===== config.mk =====
export PLATFORM = sky130hd
export DESIGN_NAME = sector_framer
export DESIGN_NICKNAME = d
export VERILOG_FILES = /design/src/rtl/sector_framer.sv
export SDC_FILE = /design/constraint.sdc
export NUM_CORES = 1
export LEC_CHECK = 0
export BUFFER_PORTS_ARGS = -buffer_cell sky130_fd_sc_hd__buf_2
export CAP_MARGIN = 25
export CORE_ASPECT_RATIO = 1.25
export CORE_UTILIZATION = 55
export CTS_CLUSTER_DIAMETER = 40
export CTS_CLUSTER_SIZE = 12
export DETAILED_ROUTE_END_ITERATION = 8
export GPL_ROUTABILITY_DRIVEN = 0
export HOLD_SLACK_MARGIN = 0.12
export PLACE_DENSITY_LB_ADDON = 0.12
export SYNTH_ARGS = -nofsm -noshare
export SYNTH_HDL_FRONTEND = slang
export SYNTH_SLANG_ARGS = --single-unit

===== constraint.sdc =====
create_clock -name clk -period 3.9 [get_ports clk]
set_input_delay 0.195 -clock clk [delete_from_list [all_inputs] [get_ports clk]]
set_output_delay 0.195 -clock clk [all_outputs]
set_load 0.02 [all_outputs]

===== src/rtl/sector_framer.sv =====
module sector_framer #(
  parameter int SECTOR_WORDS = 1176
) (
  input  logic                                  clk,
  input  logic                                  rst_n,
  input  logic                                  word_valid,
  input  logic [15:0]                           word_in,
  input  logic                                  detect_en,
  input  logic                                  interp_en,
  input  logic                                  retime_en,
  output logic                                  sector_start,
  output logic [$clog2(SECTOR_WORDS):0]         word_idx,
  output logic                                  flag_insync,
  output logic                                  flag_inserted,
  output logic                                  flag_long,
  output logic                                  flag_short
);
  localparam int CW = $clog2(SECTOR_WORDS) + 1;
  localparam logic [CW-1:0] LAST = CW'(SECTOR_WORDS - 1);
  localparam logic [CW-1:0] CNT_MAX = '1;
  localparam logic [15:0] MARK_HEAD = 16'h00FF;
  localparam logic [15:0] MARK_BODY = 16'hFFFF;
  localparam logic [15:0] MARK_TAIL = 16'hFF00;

  logic [4:0][15:0] hist;

  wire pattern = (word_in == MARK_TAIL) && (hist[0] == MARK_BODY) &&
                 (hist[1] == MARK_BODY) && (hist[2] == MARK_BODY) &&
                 (hist[3] == MARK_BODY) && (hist[4] == MARK_HEAD);

  wire hit          = word_valid && detect_en && pattern;
  wire at_last      = (word_idx == LAST);
  wire take_inplace = hit && at_last;
  wire take_retime  = hit && !at_last && retime_en;
  wire take_insert  = word_valid && at_last && !hit && interp_en;
  wire boundary     = take_inplace || take_retime || take_insert;
  wire set_long     = word_valid && at_last && !hit && !interp_en;
  wire set_short    = hit && !at_last && !retime_en;

  always_ff @(posedge clk) begin
    if (!rst_n) begin
      hist          <= '0;
      word_idx      <= '0;
      sector_start  <= 1'b0;
      flag_insync   <= 1'b0;
      flag_inserted <= 1'b0;
      flag_long     <= 1'b0;
      flag_short    <= 1'b0;
    end else begin
      sector_start <= boundary;
      if (word_valid) hist <= {hist[3:0], word_in};
      if (boundary) begin
        word_idx      <= '0;
        flag_insync   <= take_retime;
        flag_inserted <= take_insert;
        flag_long     <= 1'b0;
        flag_short    <= 1'b0;
      end else if (word_valid) begin
        if (word_idx != CNT_MAX) word_idx <= word_idx + 1'b1;
        if (set_long)  flag_long  <= 1'b1;
        if (set_short) flag_short <= 1'b1;
      end
    end
  end

  assert_strobe_idx_zero_R9: assert property (@(posedge clk) disable iff (!rst_n)
    sector_start |-> (word_idx == '0));
  assert_strobe_single_R9: assert property (@(posedge clk) disable iff (!rst_n)
    sector_start |=> !sector_start);
  assert_idle_holds_R2: assert property (@(posedge clk) disable iff (!rst_n)
    !word_valid |=> $stable(word_idx));
  assert_kind_exclusive_R9: assert property (@(posedge clk) disable iff (!rst_n)
    $onehot0({flag_insync, flag_inserted}));
  assert_insert_at_strobe_R4: assert property (@(posedge clk) disable iff (!rst_n)
    $rose(flag_inserted) |-> sector_start);
  assert_long_needs_no_interp_R6: assert property (@(posedge clk) disable iff (!rst_n)
    $rose(flag_long) |-> !$past(interp_en));
  assert_short_needs_detect_R7: assert property (@(posedge clk) disable iff (!rst_n)
    $rose(flag_short) |-> $past(detect_en));
  assert_retime_needs_detect_R8: assert property (@(posedge clk) disable iff (!rst_n)
    $rose(flag_insync) |-> $past(detect_en));
endmodule


# Word level (Yosys, flattened, before mapping)
# Cells that the tools add are included.
# totals
wordCells	46
register_bits	97
inputBits	22
out_inout_bits	17
# op_classes
addsub	1
eq_ne	8
bitwise_logic	1
n_reduce_logical	25
# op_table
op	n
equality test 16 bit, second input constant	5
equality test 16 x 8 -> 1 bit, second input constant	1
logical AND 1 bit	15
adder 12 x 1 -> 12 bit, second input constant	1
equality test 12 x 11 -> 1 bit, second input constant	1
inequality test 12 bit, second input constant	1
AND reduction 2 bit	3
zero test 1 bit	4
logical OR 1 bit	2
OR reduction 2 bit	1
inverter 1 bit	1

# Longest topological paths before layout
# depth
depth_word	12
depth_mapped	7
depth_no_buf	6

# Least setup slack after synthesis
# No wires, ideal clock.
# synth_timing
path_type	register to register
start	register word_idx[0]
end	register word_idx[6]
t_arrival_ns	1.809
path_stages_with_launch	8
setup_ns	0.132
n_path_buf	1
t_required_ns	3.768
path_slack_ns	1.959
path_cell_list	dfxtp_1 -> ha_1 -> nand3_1 -> o41a_1 -> clkbuf_1 -> nor3b_1 -> xnor2_1 -> nor3_1
# synth_via
elab_chain_cells	7
word_cells_on_any_way	14
# synth_rtl
item	line	rtl
start: declaration	12	output logic [$clog2(SECTOR_WORDS):0] word_idx,
start signal: assignment	59	if (word_idx != CNT_MAX) word_idx <= word_idx + 1'b1;
parallel branches: the longest is 7 deep, another holds adder 12 x 1 -> 12 bit	-	
# Several ways; the timed one is not identified.
# A chain may end at the register's enable or synchronous reset.

# Worst setup path after layout
# layout_timing
start	input word_in[2]
end	register word_idx[8]
# layout_via
elab_chain_cells	12
word_cells_on_any_way	16
# layout_rtl
item	line	rtl
start: declaration	7	input logic [15:0] word_in,
equality test 16 bit (*)	27	wire pattern = (word_in == MARK_TAIL) && (hist[0] == MARK_BODY) &&
logical AND 1 bit (*) (2 in series)	27	
logical AND 1 bit (*) (2 in series)	28	(hist[1] == MARK_BODY) && (hist[2] == MARK_BODY) &&
logical AND 1 bit (*)	29	(hist[3] == MARK_BODY) && (hist[4] == MARK_HEAD);
logical AND 1 bit (*)	31	wire hit = word_valid && detect_en && pattern;
logical AND 1 bit / zero test 1 bit (equally long branches)	34, 35	
logical AND 1 bit, on equally long branches	34, 35	
logical OR 1 bit / logical AND 1 bit (equally long branches)	36, 35	
logical OR 1 bit (*)	36	wire boundary = take_inplace || take_retime || take_insert;
OR reduction 2 bit (no source line) (*)	-	
# Mark *: on every way between the ends. The rest lies on a longest branch, timed or not.

==> metrics <==
status=finished clean; Hold Path Depth=3; Power Dens Cells=415 nW/um^2; # setup viols final=0; vias in the first global route=approximately 2.7k; # nets final=457; Psw=roughly 440 uW; initial antenna violation count=0; number of port buffers=38; Simple-Gate Fraction of Synth Area=0.224; f_max=412 MHz; #FFs+latches synth=a little under 100; dominant synthesized flop cell=dfxtp_1; PnR worst setup slack=1.47 ns; worst-margin pin slew=0.878 ns; chip width=77.5 um; Slew Limit Headroom=0.411; unrepaired setup endpoints after global routing=no; routed len/inst=between 15 and 20 um; synthesized area per cell=10.1 um^2; GR Overflow Total=0; Post-Synthesis Cells=around 390; Overall Global Routing Usage=0.232; CTS tree=built; Int Pwr=1450 uW; via count=2925; core area=6930 um^2; Tcrit/Tclk final=0.623; reg-to-reg slack, setup=1.53 ns; clk sinks=97; Period minus WS final=roughly 2.4 ns; WL final=8280 um; CP Capture Type=flop; max-cap viol count=0; R2R depth=4; register area share after synthesis=0.496; first-pass GRT wire length=13200 um; RR Startpoint=word_idx[7]; DRC=0; ANT nets after route=0; Max Buffers Root-to-Sink=2; Reg-to-Reg End=flag_short; DR pass1 iterations=4; XOR/XNOR Fraction of Synth Area=0.0223; area delta synth->final=16.3%; Compound-Gate Fraction of Synth Area=0.0259; Synth Cell Area=3920 um^2; top-level I/O count=39; largest net degree at the start of global routing=48; Worst IR Drop VDD=0.413 mV; DP Wirelength=5760 um; die footprint=approximately 7500 um^2; Clock power frac=0.386; Fin. Hold Viols=0; Required @ worst endpoint=4.12 ns; Clock Skew=0.00860 ns; # diodes=0; Setup TNS=0 ns; layout cells sized above 1=0.157; Die H=approximately 96 um; CP Launch Point=word_in[2]; setup bufs post-CTS=0; clock-pin slew on the worst setup and hold paths=0.09 ns; number of H-tree levels=3; Clock Latency Late Sink=0.36 ns; Critical Path AT=2.64 ns; std cell rows=34; fraction of registers with async set/reset=0; Netlist cell types=38; cts bufs inserted=9; Post-synth EDFFs=0; combinational share of power=0.067; max-slew violations=0; Startpoint Class=input port; CTS root buf=clkbuf_8; Setup WS pre-CTS=between 1.5 and 2 ns; Sw Ratio=0.232; largest family of logic cells by synthesized area=simple AND/OR/NAND/NOR gates; drt via density=around 5.5; CP Capture Point=word_idx[8]; crit path max fanout=13; static leakage=0.00198 uW; Seq pwr share=0.547; starting density of the core=0.565; mux cell area share after synthesis=0.207; Worst Hold Class=in2reg; Synth Area in Adders=0.00319; Synthesized Nets=411; drt initial violations=around 160; critical path class=in2reg; Synth warnings=0
-- layout make-up --
cell class                 count  area [um^2]
clock buffer                  10          138
clock inverter                 6         90.1
fill                         600         2380
inverter                       3         11.3
multi-input combinational    268         1890
sequential                    97         1940
tap                           90          113
timing repair buffer          55          375
-- registers in the layout (all words and copies together), names as in the netlist --
name           flops
hist              80
word_idx          12
sector_start       1
flag_long          1
flag_inserted      1
flag_insync        1
flag_short         1
-- per-layer routing --
metal	GRT usage	share of wire	vias to the layer above	routed length, um
li1	-	-	1468	-
met1	0.285	0.46	1394	3780
met2	0.407	0.51	58	4210
met3	0.0394	0.028	5	228
met4	0.0943	0.0078	0	65
met5	0	0	-	0
-- how the worst min path moves through the flow --
stage / from / endpoint / slack (ns)
finish: word_in[5] / hist[5] / 0.13
detailed placement: rst_n / sector_start / 0.45
floorplan: rst_n / sector_start / 0.31
CTS: word_in[8] / hist[8] / 0.12
global placement: rst_n / sector_start / 0.45
global route: word_in[5] / hist[5] / 0.12
-- cell usage after synthesis, types with 2 or more instances --
| cell | count | area share |
|---|---|---|
| mux2i_1 | 81 | 0.21 |
| o31ai_1 | 2 | 0.0038 |
| inv_1 | 2 | 0.0019 |
| a31oi_1 | 2 | 0.0032 |
| xor2_1 | 7 | 0.016 |
| nor3b_1 | 3 | 0.0057 |
| nand2b_1 | 2 | 0.0032 |
| nand4_1 | 16 | 0.026 |
| nor4b_1 | 2 | 0.0045 |
| o21a_1 | 2 | 0.0038 |
| nand2_1 | 11 | 0.011 |
| a21oi_1 | 3 | 0.0038 |
| nor2_1 | 82 | 0.079 |
| clkbuf_1 | 19 | 0.018 |
| nor4_1 | 4 | 0.0064 |
| dfxtp_1 | 97 | 0.50 |
| nand4bb_1 | 3 | 0.0086 |
| nand4_2 | 4 | 0.013 |
| nand3_1 | 6 | 0.0077 |
| xnor2_1 | 3 | 0.0067 |
| o21ai_0 | 2 | 0.0026 |
| nor3_1 | 15 | 0.019 |
| nand4b_2 | 2 | 0.0077 |
| nor4_4 | 2 | 0.011 |
| nand4b_1 | 3 | 0.0067 |
-- cells by family after synthesis --
logic type / count (synthesis)
and+or+nand+nor: 161
xor gates and xnor gates: 10
buffers and inverters: 23
adders and majority gates: 1
DFF: 97
muxes: 81
AOI/OAI and AO/OA: 15
-- through the flow --
stage / cells / utilization / area, um^2 / hold WS [ns] / power (uW)
2_1_floorplan: 388 / - / 3920 / 0.313 / 1130
3_3_place_gp: 498 / 0.600 / 4160 / 0.451 / 1170
6_report: 529 / 0.657 / 4560 / 0.125 / 1890
5_1_grt: 529 / 0.657 / 4560 / 0.121 / 1950
3_5_place_dp: 499 / 0.604 / 4190 / 0.455 / 1170
4_1_cts: 528 / 0.656 / 4550 / 0.120 / 1900
-- worst max-delay path, stage by stage --
cell           delay [ns]
dlygate4sd3_1        0.54
buf_2                0.14
or4_4                0.53
nor4_4               0.37
nand4_1              0.16
nor3_2               0.60
nor3_1               0.12
-- power groups by stage --
stage / clock (uW) / sequential, uW / combinational, uW
after floorplan: 0 / 1050 / 80.7
after detailed placement: 0 / 1060 / 115
final: 730 / 1030 / 127
after global placement: 0 / 1060 / 112
after global routing: 777 / 1040 / 138
after CTS: 740 / 1030 / 126
-- cell usage in the layout, fill, tap and decap left out, drive strengths merged, types with 3 or more instances in the layout --
master       count
a21oi            3
buf             41
clkbuf          10
dfxtp           97
dlygate4sd3     14
inv              4
mux2i           81
nand2           11
nand3            7
nand4           20
nand4b           5
nand4bb          3
nor2            82
nor3            16
nor3b            3
nor4             6
o21ai            3
xnor2            3
xor2             7
-- what timing repair did --
item,4_1_cts,5_1_grt
setup endpoints to repair,0,0
gates resized for setup,0,0
hold buffers,13,1
hold endpoints to repair,13,1
No activity file was read; power rests on OpenSTA's default activity.
